===== src/rtl/stream_router_pkg.sv =====
// Shared sizes and header helpers for the stream packet router.
// Assumes 32-bit words and a header laid out in word 0 of each quadword.
package stream_router_pkg;
    localparam int WORD_W = 32;
    localparam int ROW_W  = 5;
    localparam int REG_W  = 6;
    localparam int QW_W   = 4 * WORD_W;

    typedef struct packed {
        logic [7:0]       ptype;
        logic [ROW_W-1:0] row;
        logic [REG_W-1:0] reg_addr;
    } hdr_t;

    // Pull the header fields out of word 0.
    function automatic hdr_t hdr_of(input logic [WORD_W-1:0] w0);
        hdr_t h;
        h.ptype    = w0[31:24];
        h.row      = w0[20:16];
        h.reg_addr = w0[13:8];
        return h;
    endfunction
endpackage


===== src/rtl/qword_assembler.sv =====
// Four-slot word buffer. It captures stream writes by slot index and releases a
// quadword, combinationally, in the cycle of the slot-3 write. All
// slots then clear to zero. Assumes one write per cycle at most.
module qword_assembler
    import stream_router_pkg::*;
(
    input  logic              clk,
    input  logic              rst_n,
    input  logic              wr_en,
    input  logic [1:0]        slot,
    input  logic [WORD_W-1:0] wr_data,
    output logic              qw_valid,
    output logic [QW_W-1:0]   qw
);
    localparam int NSLOT = 4;
    localparam logic [1:0] LAST = 2'(NSLOT - 1);

    logic [WORD_W-1:0] slot_q [NSLOT-1];

    assign qw_valid = wr_en && (slot == LAST);

    genvar i;
    generate
        for (i = 0; i < NSLOT - 1; i++) begin : g_slot
            // Hold one word; clear on reset or on completion.
            always_ff @(posedge clk) begin
                if (!rst_n || qw_valid) begin
                    slot_q[i] <= '0;
                end else if (wr_en && slot == 2'(i)) begin
                    slot_q[i] <= wr_data;
                end
            end
            assign qw[i*WORD_W +: WORD_W] = slot_q[i];
        end
    endgenerate

    assign qw[LAST*WORD_W +: WORD_W] = wr_data;
endmodule


===== src/rtl/burst_sequencer.sv =====
// Decodes completed quadwords. It keeps the frame-data burst count and the
// latched target row, and asks for a forward (row, register, payload)
// in the same cycle. Assumes the caller registers the forward request.
module burst_sequencer
    import stream_router_pkg::*;
#(
    parameter logic [7:0]       PT_LOCAL   = 8'hC1,
    parameter logic [7:0]       PT_ROW     = 8'hA2,
    parameter logic [REG_W-1:0] FDATA_REG  = 6'h02,
    parameter int               BURST_MULT = 25
) (
    input  logic              clk,
    input  logic              rst_n,
    input  logic              qw_valid,
    input  logic [QW_W-1:0]   qw,
    input  logic              decomp_en,
    output logic              fwd,
    output logic [ROW_W-1:0]  fwd_row,
    output logic [REG_W-1:0]  fwd_reg,
    output logic [QW_W-1:0]   fwd_data,
    output logic [WORD_W-1:0] burst_left,
    output logic              cnt_err
);
    logic [WORD_W-1:0] w0, w1, w2, w3;
    hdr_t              hdr;
    logic [ROW_W-1:0]  burst_row;
    logic              take, in_burst, do_load;

    assign {w3, w2, w1, w0} = qw;
    assign hdr      = hdr_of(w0);
    assign take     = qw_valid && !decomp_en;
    assign in_burst = (burst_left != '0);

    // Choose between burst data, count load, row packet or nothing.
    always_comb begin
        fwd      = 1'b0;
        do_load  = 1'b0;
        fwd_row  = hdr.row;
        fwd_reg  = hdr.reg_addr;
        fwd_data = {{WORD_W{1'b0}}, w3, w2, w1};
        if (take) begin
            if (in_burst) begin
                fwd      = 1'b1;
                fwd_row  = burst_row;
                fwd_reg  = FDATA_REG;
                fwd_data = qw;
            end else if (hdr.ptype == PT_LOCAL && hdr.reg_addr == FDATA_REG) begin
                do_load = 1'b1;
            end else if (hdr.ptype == PT_ROW) begin
                fwd = 1'b1;
            end
        end
    end

    // Burst count, target row and error pulse.
    always_ff @(posedge clk) begin
        if (!rst_n) begin
            burst_left <= '0;
            burst_row  <= '0;
            cnt_err    <= 1'b0;
        end else begin
            cnt_err <= do_load && ((w1 % WORD_W'(BURST_MULT)) != '0);
            if (do_load) begin
                burst_left <= w1;
                burst_row  <= hdr.row;
            end else if (take && in_burst) begin
                burst_left <= burst_left - 1'b1;
            end
        end
    end
endmodule


===== src/rtl/row_fanout.sv =====
// Turns a target row code into a per-row strobe mask. The broadcast code
// selects every present row, and a code with no matching row selects none.
module row_fanout
    import stream_router_pkg::*;
#(
    parameter int               NROWS = 15,
    parameter logic [ROW_W-1:0] BCAST = 5'h1F
) (
    input  logic             fwd,
    input  logic [ROW_W-1:0] row,
    input  logic [NROWS-1:0] present,
    output logic [NROWS-1:0] mask
);
    genvar i;
    generate
        for (i = 0; i < NROWS; i++) begin : g_row
            // One row: selected by its own code or by broadcast.
            assign mask[i] = fwd && present[i] &&
                             ((row == BCAST) || (row == ROW_W'(i)));
        end
    endgenerate
endmodule


===== src/rtl/stream_pkt_router.sv =====
// Top level: stream window to row-port packet router. It chains the assembler,
// the sequencer and the fan-out, and registers the packet outputs so
// that each forward is a one-cycle strobe.
module stream_pkt_router
    import stream_router_pkg::*;
#(
    parameter int               NROWS      = 15,
    parameter logic [7:0]       PT_LOCAL   = 8'hC1,
    parameter logic [7:0]       PT_ROW     = 8'hA2,
    parameter logic [REG_W-1:0] FDATA_REG  = 6'h02,
    parameter logic [ROW_W-1:0] BCAST      = 5'h1F,
    parameter int               BURST_MULT = 25
) (
    input  logic              clk,
    input  logic              rst_n,
    input  logic              wr_en,
    input  logic [3:2]        wr_addr,
    input  logic [WORD_W-1:0] wr_data,
    input  logic              decomp_en,
    input  logic [NROWS-1:0]  row_present,
    output logic [NROWS-1:0]  out_valid,
    output logic [REG_W-1:0]  out_reg,
    output logic [QW_W-1:0]   out_data,
    output logic [WORD_W-1:0] burst_left,
    output logic              cnt_err
);
    logic             qw_valid, fwd;
    logic [QW_W-1:0]  qw, fwd_data;
    logic [ROW_W-1:0] fwd_row;
    logic [REG_W-1:0] fwd_reg;
    logic [NROWS-1:0] mask;

    qword_assembler u_asm (
        .clk(clk), .rst_n(rst_n), .wr_en(wr_en), .slot(wr_addr),
        .wr_data(wr_data), .qw_valid(qw_valid), .qw(qw)
    );

    burst_sequencer #(
        .PT_LOCAL(PT_LOCAL), .PT_ROW(PT_ROW),
        .FDATA_REG(FDATA_REG), .BURST_MULT(BURST_MULT)
    ) u_seq (
        .clk(clk), .rst_n(rst_n), .qw_valid(qw_valid), .qw(qw),
        .decomp_en(decomp_en), .fwd(fwd), .fwd_row(fwd_row),
        .fwd_reg(fwd_reg), .fwd_data(fwd_data),
        .burst_left(burst_left), .cnt_err(cnt_err)
    );

    row_fanout #(.NROWS(NROWS), .BCAST(BCAST)) u_fan (
        .fwd(fwd), .row(fwd_row), .present(row_present), .mask(mask)
    );

    // Register the strobe mask and the packet contents.
    always_ff @(posedge clk) begin
        if (!rst_n) begin
            out_valid <= '0;
            out_reg   <= '0;
            out_data  <= '0;
        end else begin
            out_valid <= mask;
            if (fwd) begin
                out_reg  <= fwd_reg;
                out_data <= fwd_data;
            end
        end
    end
endmodule


===== config.mk =====
export PLATFORM = sky130hd
export DESIGN_NAME = stream_pkt_router
export DESIGN_NICKNAME = d
export VERILOG_FILES = /design/src/rtl/stream_router_pkg.sv /design/src/rtl/qword_assembler.sv /design/src/rtl/burst_sequencer.sv /design/src/rtl/row_fanout.sv /design/src/rtl/stream_pkt_router.sv
export SDC_FILE = /design/constraint.sdc
export NUM_CORES = 1
export LEC_CHECK = 0
export ABC_AREA = 1
export CAP_MARGIN = 30
export CORE_MARGIN = 8
export CORE_UTILIZATION = 56
export CTS_CLUSTER_SIZE = 16
export DETAILED_ROUTE_END_ITERATION = 7
export PLACE_DENSITY = 0.85
export SYNTH_ARGS = -nofsm -noshare
export SYNTH_HDL_FRONTEND = slang
export SYNTH_SLANG_ARGS = --single-unit

===== constraint.sdc =====
create_clock -name clk -period 17.65 [get_ports clk]
set_input_delay 3.53 -clock clk [delete_from_list [all_inputs] [get_ports clk]]
set_output_delay 3.53 -clock clk [all_outputs]
set_load 0.005 [all_outputs]

# == Word level (Yosys, flattened, before mapping) ==
# Memories as Yosys holds them, arrays and structs flattened.
# Index checks and enable logic that the tools add are counted.
# Widths: inputs -> output; s select.
# op_classes
n_reduce_logical,61
eq_ne,21
n_mux,29
n_addsub,1
bitwise_logic,3
div,1
# ops
op,count
$mux 128,2
$mux 32,5
$reduce_bool 32->1,2
$logic_and 1x1->1,38
$eq 5x4->1 const B,7
$mod 32x5->32 const B,1
$sub 32x1->32 const B,1
$eq 5x3->1 const B,4
$mux 1,18
$eq 8x8->1 const B,2
$logic_or 1x1->1,16
$mux 6,2
$eq 5x2->1 const B,2
$mux 5,2
$eq 6x2->1 const B,1
$eq 5x1->1 const B,1
$eq 5x5->1 const B,1
$logic_not 5->1,1
$eq 2x2->1 const B,2
$or 1x1->1,3
$eq 2x1->1 const B,1
$logic_not 1->1,2
$logic_not 2->1,1
$reduce_bool 2->1,1
# totals
word_cells,123
memories,1
ff_bits,187
ramBits,96
# memory_table
memory,words,width,read_ports,rd_clocked_by_memory_dff,write_ports,line_no,rtl
u_asm.slot_q,3,32,3,0,3,qword_assembler.sv:18,logic [WORD_W-1:0] slot_q [NSLOT-1];

# == Logic depth before layout (Yosys ltp) ==
# depth
word_depth,7
ltp_mapped,157

# == Hierarchy ==
# From an unflattened synthesis, not the netlist that was laid out.
# hier_totals
cells_unflattened,2857
hier_area_um2,19000.7
# modules_own_cells
module,cells_per_inst,instances,area_per_inst_um2,seq_area_each_um2
burst_sequencer,1580,1,8811.0,760.7
stream_pkt_router,896,1,5969.5,2982.9
qword_assembler,285,1,3814.9,2882.8
row_fanout,96,1,405.4,0.0

# == Worst setup path before layout ==
# Ideal clock, no wire load.
# synth_timing
path_kind,reg2reg
start,mem u_asm.slot_q[1][27]
end,reg u_seq.cnt_err
arrival_time_ps,12384
t_required_ps,17533
period_less_slack_ps,12502
n_path_buf,0
slack_ps,5148
path_stages_with_launch,139
path_cell_list,edfxtp_1 nor2_2 nand2_4 nand2_4 nand2_2 nand2_2 nand2_1 nand2_1 nand2_1 nand2_2 nand2_4 nor2_4 nand2_4 nand2_8 nand2_4 nand2_4 inv_4 nor2_4 (+103 left out) ha_1 inv_1 nand4_2 nand2_4 nand3_4 nand2_2 nand2_2 ha_1 nand3_1 nand3_2 nand2_2 clkinv_4 nand2_4 nand2_1 nand2_1 nand2_1 nor2_1 a21oi_1
# synth_lines
element,line_no,rtl
"start, declared",qword_assembler.sv:18,
"end signal, assigned",burst_sequencer.sv:62,cnt_err <= do_load && ((w1 % WORD_W'(BURST_MULT)) != '0);
"end, declared",burst_sequencer.sv:22,output logic cnt_err

==> flow_metrics.tcl <==
set metrics [dict create \
    run_status "finished, final reports clean" \
    route.final.wire_length_um 51890 \
    cts_setup_buffers 0 \
    hold_path_class "reg2reg" \
    place.port_buffers 234 \
    largest_register_ff_count 128 \
    total_routed_wire_length_on_the_met1_layer_um 21650 \
    reg_top3 "out_data: 128 flops, u_asm.slot_q: 96 flops, u_seq.burst_left: 32 flops" \
    wl_met2_um 23540 \
    initial_antenna_violation_count 0 \
    cts_num_sinks 283 \
    clk_path_buf_depth 3 \
    holdCritStartpoint "u_seq.burst_row[4]$_SDFFE_PN0P_" \
    post-route-cell-area_mm2 0.02078 \
    finalNetCount 2507 \
    worst_stage_delay_on_the_critical_path_ns 0.48 \
    first_global_vias 16010 \
    die_width_um 190.9 \
    cts_tree "done" \
    cts.repair.resized 0 \
    grt_setup_unrepaired "no" \
    synth.lib_cells_used.distinct 53 \
    largest_register "out_data" \
    htreeDepth 1 \
    cts.reportedPaths.clkPinSlew_ns 0.06 \
    number_of_vias_per_cell 5.792 \
    minimum_clock_period_ns 14.27 \
    final_cell_count_no_fill 2868 \
    place.detailed.hpwl_um 37000 \
    timing_worst_setup_path_type "reg2reg" \
    grt_start_max_net_pins 105 \
    drt_pre_antenna_iters 7 \
    worst_slew_margin_rel_pct 32.66 \
    worst_clock_skew_ns 0.02082 \
    place.detailed.instances 2811 \
    ys.flop_type "dfxtp_1" \
    ant_nets 0 \
    synth.yosys.warnings 0 \
    timing.final.setup_violations 0 \
    clock_latency_late_sink_ns 0.59 \
    drc 0 \
    initialDrtViolationCount 1663 \
    timing.critical_path.required_ns 18.12 \
    layout_commonest_cell "nand2_1" \
    filler_cell_count 2400 \
    routed_via_count 16610 \
    critical_path.max_fanout 8 \
    r2r_start "u_asm.slot_q[1][28]$_SDFFCE_PN0P_" \
    grt_util_all_layers_pct 27.44 \
    worst-path-buf-inv 5 \
    max_cap_violations 0 \
    top_level_ports 235 \
    cts_root_buffer "clkbuf_16" \
    route.top_layer_used "met4" \
    yosys.area.top_type "dfxtp_1" \
    cp-end-kind "register" \
    synth_enable_flop_cells 96 \
    syn_area_mm2 0.01713 \
    ys_top_cells_by_area "dfxtp_1 (22%), edfxtp_1 (17%), nand2_1 (10%), nor2_1 (5.3%), nand2_4 (5.0%)" \
    cells_after_synthesis 2255 \
    antennaDiodeCount 0 \
    cpLargestDelayFamily "simple AND/OR/NAND/NOR gates" \
    timing.critical_path.from "u_asm.slot_q[1][28]$_SDFFCE_PN0P_" \
    avgSynthCellArea_um2 7.595 \
    final.period_utilization_pct 80.86 \
    cp-start-kind "register" \
    share_of_layout_cells_above_drive_strength_1_pct 17.15 \
    whs_path_depth 2 \
    floorplan.initialDensity_pct 56.44 \
    wire_length_on_met3_um 5252 \
    worstRegToRegCells 134 \
    fmaxAchievable_mhz 70.07 \
    hold_viol_final 0 \
    place_area_mm2 0.01976 \
    setup_total_negative_slack_ns 0 \
    worst_ep_arrival_time_ns 14.74 \
    maxSlewViolCount 0 \
    worstHoldEndpoint "u_seq.burst_row[4]$_SDFFE_PN0P_" \
    r2r_end "u_seq.cnt_err$_SDFF_PN0_" \
    overall_die_area_mm2 0.03644 \
    synth.yosys.seq_area_share_pct 38.69 \
    syn_nets 2313 \
    post_drt_wl_per_cell_um 18.09 \
    die_h_um 190.9 \
    fin_util_pct 68.46 \
    rrSetupSlack_ns 3.38 \
    postSynth.asyncResetShare_pct 0 \
    globalplace.congestion 0.9613 \
    std_cell_rows 64 \
    synth_largest_type_area_fraction_pct 21.86 \
    grt_pass1_wl_um 82770 \
    hold_bufs_at_cts 0 \
    final_cell_mix "nand2_1 (460), nor2_1 (239), clkdlybuf4s50_1 (233)" \
    worst_path_max_delay_cell "edfxtp_1" \
    placeableCoreArea_mm2 0.03035 \
    tritoncts_buffers 30 \
    area_growth_syn_to_layout_pct 21.31 \
    yosys_register_bits 283 \
    timing_worst_slew_pin_value_ns 1.008 \
    globalRouteOverflowTotal 0 \
]
==> synthesized netlist by cell type (3+ instances only) <==
cell	number
a221oi_1	64
nand2_1	462
dfxtp_1	187
nand4_2	17
a31oi_1	36
nor3_1	89
o21ai_0	49
nor2_4	12
or2_2	7
buf_1	4
inv_2	26
clkinv_4	3
xnor2_1	5
a22oi_1	10
nand2_4	76
bufinv_8	7
a21o_2	3
inv_4	4
nand3_2	23
nor2_1	240
nand2_2	131
edfxtp_1	96
xor2_1	21
ha_1	5
o21ai_1	23
nand4_4	6
nor4_1	6
o211ai_1	7
clkbuf_1	86
o221ai_1	13
nand3_4	3
nor2_2	19
nand3_1	154
nand4_1	31
a21oi_1	72
inv_1	224
clkinv_1	8
nand3b_1	5
==> layer usage <==
| layer | vias up | GRT usage (%) |
|---|---|---|
| li1 | 7862 | - |
| met1 | 7875 | 35.96 |
| met3 | 97 | 6.565 |
| met4 | 0 | 9.636 |
| met5 | - | 0 |
| met2 | 777 | 43.64 |
==> cell type report <==
cell class / count / area, µm² / share of cell area, %
Sequential cell: 283 / 6626 / 31.89
Timing Repair Buffer: 254 / 2535 / 12.20
Clock inverter: 18 / 153.9 / 0.7407
Clock buffer: 37 / 810.8 / 3.902
Tap cell: 396 / 495.5 / 2.385
Multi-Input combinational cell: 1605 / 8955 / 43.10
Inverter: 275 / 1201 / 5.781
==> worst max-delay path by stage <==
stage                                    end  slack (ns)  depth (start not counted)
floorplan           u_seq.cnt_err$_SDFF_PN0_        5.15                        138
global placement    u_seq.cnt_err$_SDFF_PN0_        4.38                        130
detailed placement  u_seq.cnt_err$_SDFF_PN0_        3.61                        136
CTS                 u_seq.cnt_err$_SDFF_PN0_        3.54                        134
global route        u_seq.cnt_err$_SDFF_PN0_        2.04                        132
finish              u_seq.cnt_err$_SDFF_PN0_        3.38                        134
==> through the flow <==
step | hold WS, ns | worst slack [ns]
2_1_floorplan | 0.4207 | 5.148
3_3_place_gp | 0.4283 | 4.384
3_5_place_dp | 0.4320 | 3.610
4_1_cts | 0.4440 | 3.541
5_1_grt | 0.4615 | 2.041
6_report | 0.4432 | 3.379
==> worst register-to-register path: cells and delay by family (launching register included) <==
kind	cells	cell delay, ns
and+or+nand+nor	124	12.36
DFF	1	0.48
adders and majority gates	2	0.39
buffers and inverters	5	0.36
AOI/OAI and AO/OA	3	0.54
==> logic make-up after synthesis <==
kind of cell,count (synthesis),share of synthesized area [%]
and+or+nand+nor,1287,39.64
buffers and inverters,367,9.102
AOI/OAI and AO/OA,287,10.88
DFF,283,38.69
xor gates and xnor gates,26,1.330
adders and majority gates,5,0.3653
Power is left out: the tool's default activity adds up to more than one toggle a clock period on the data nets, which glitch-free logic cannot reach.
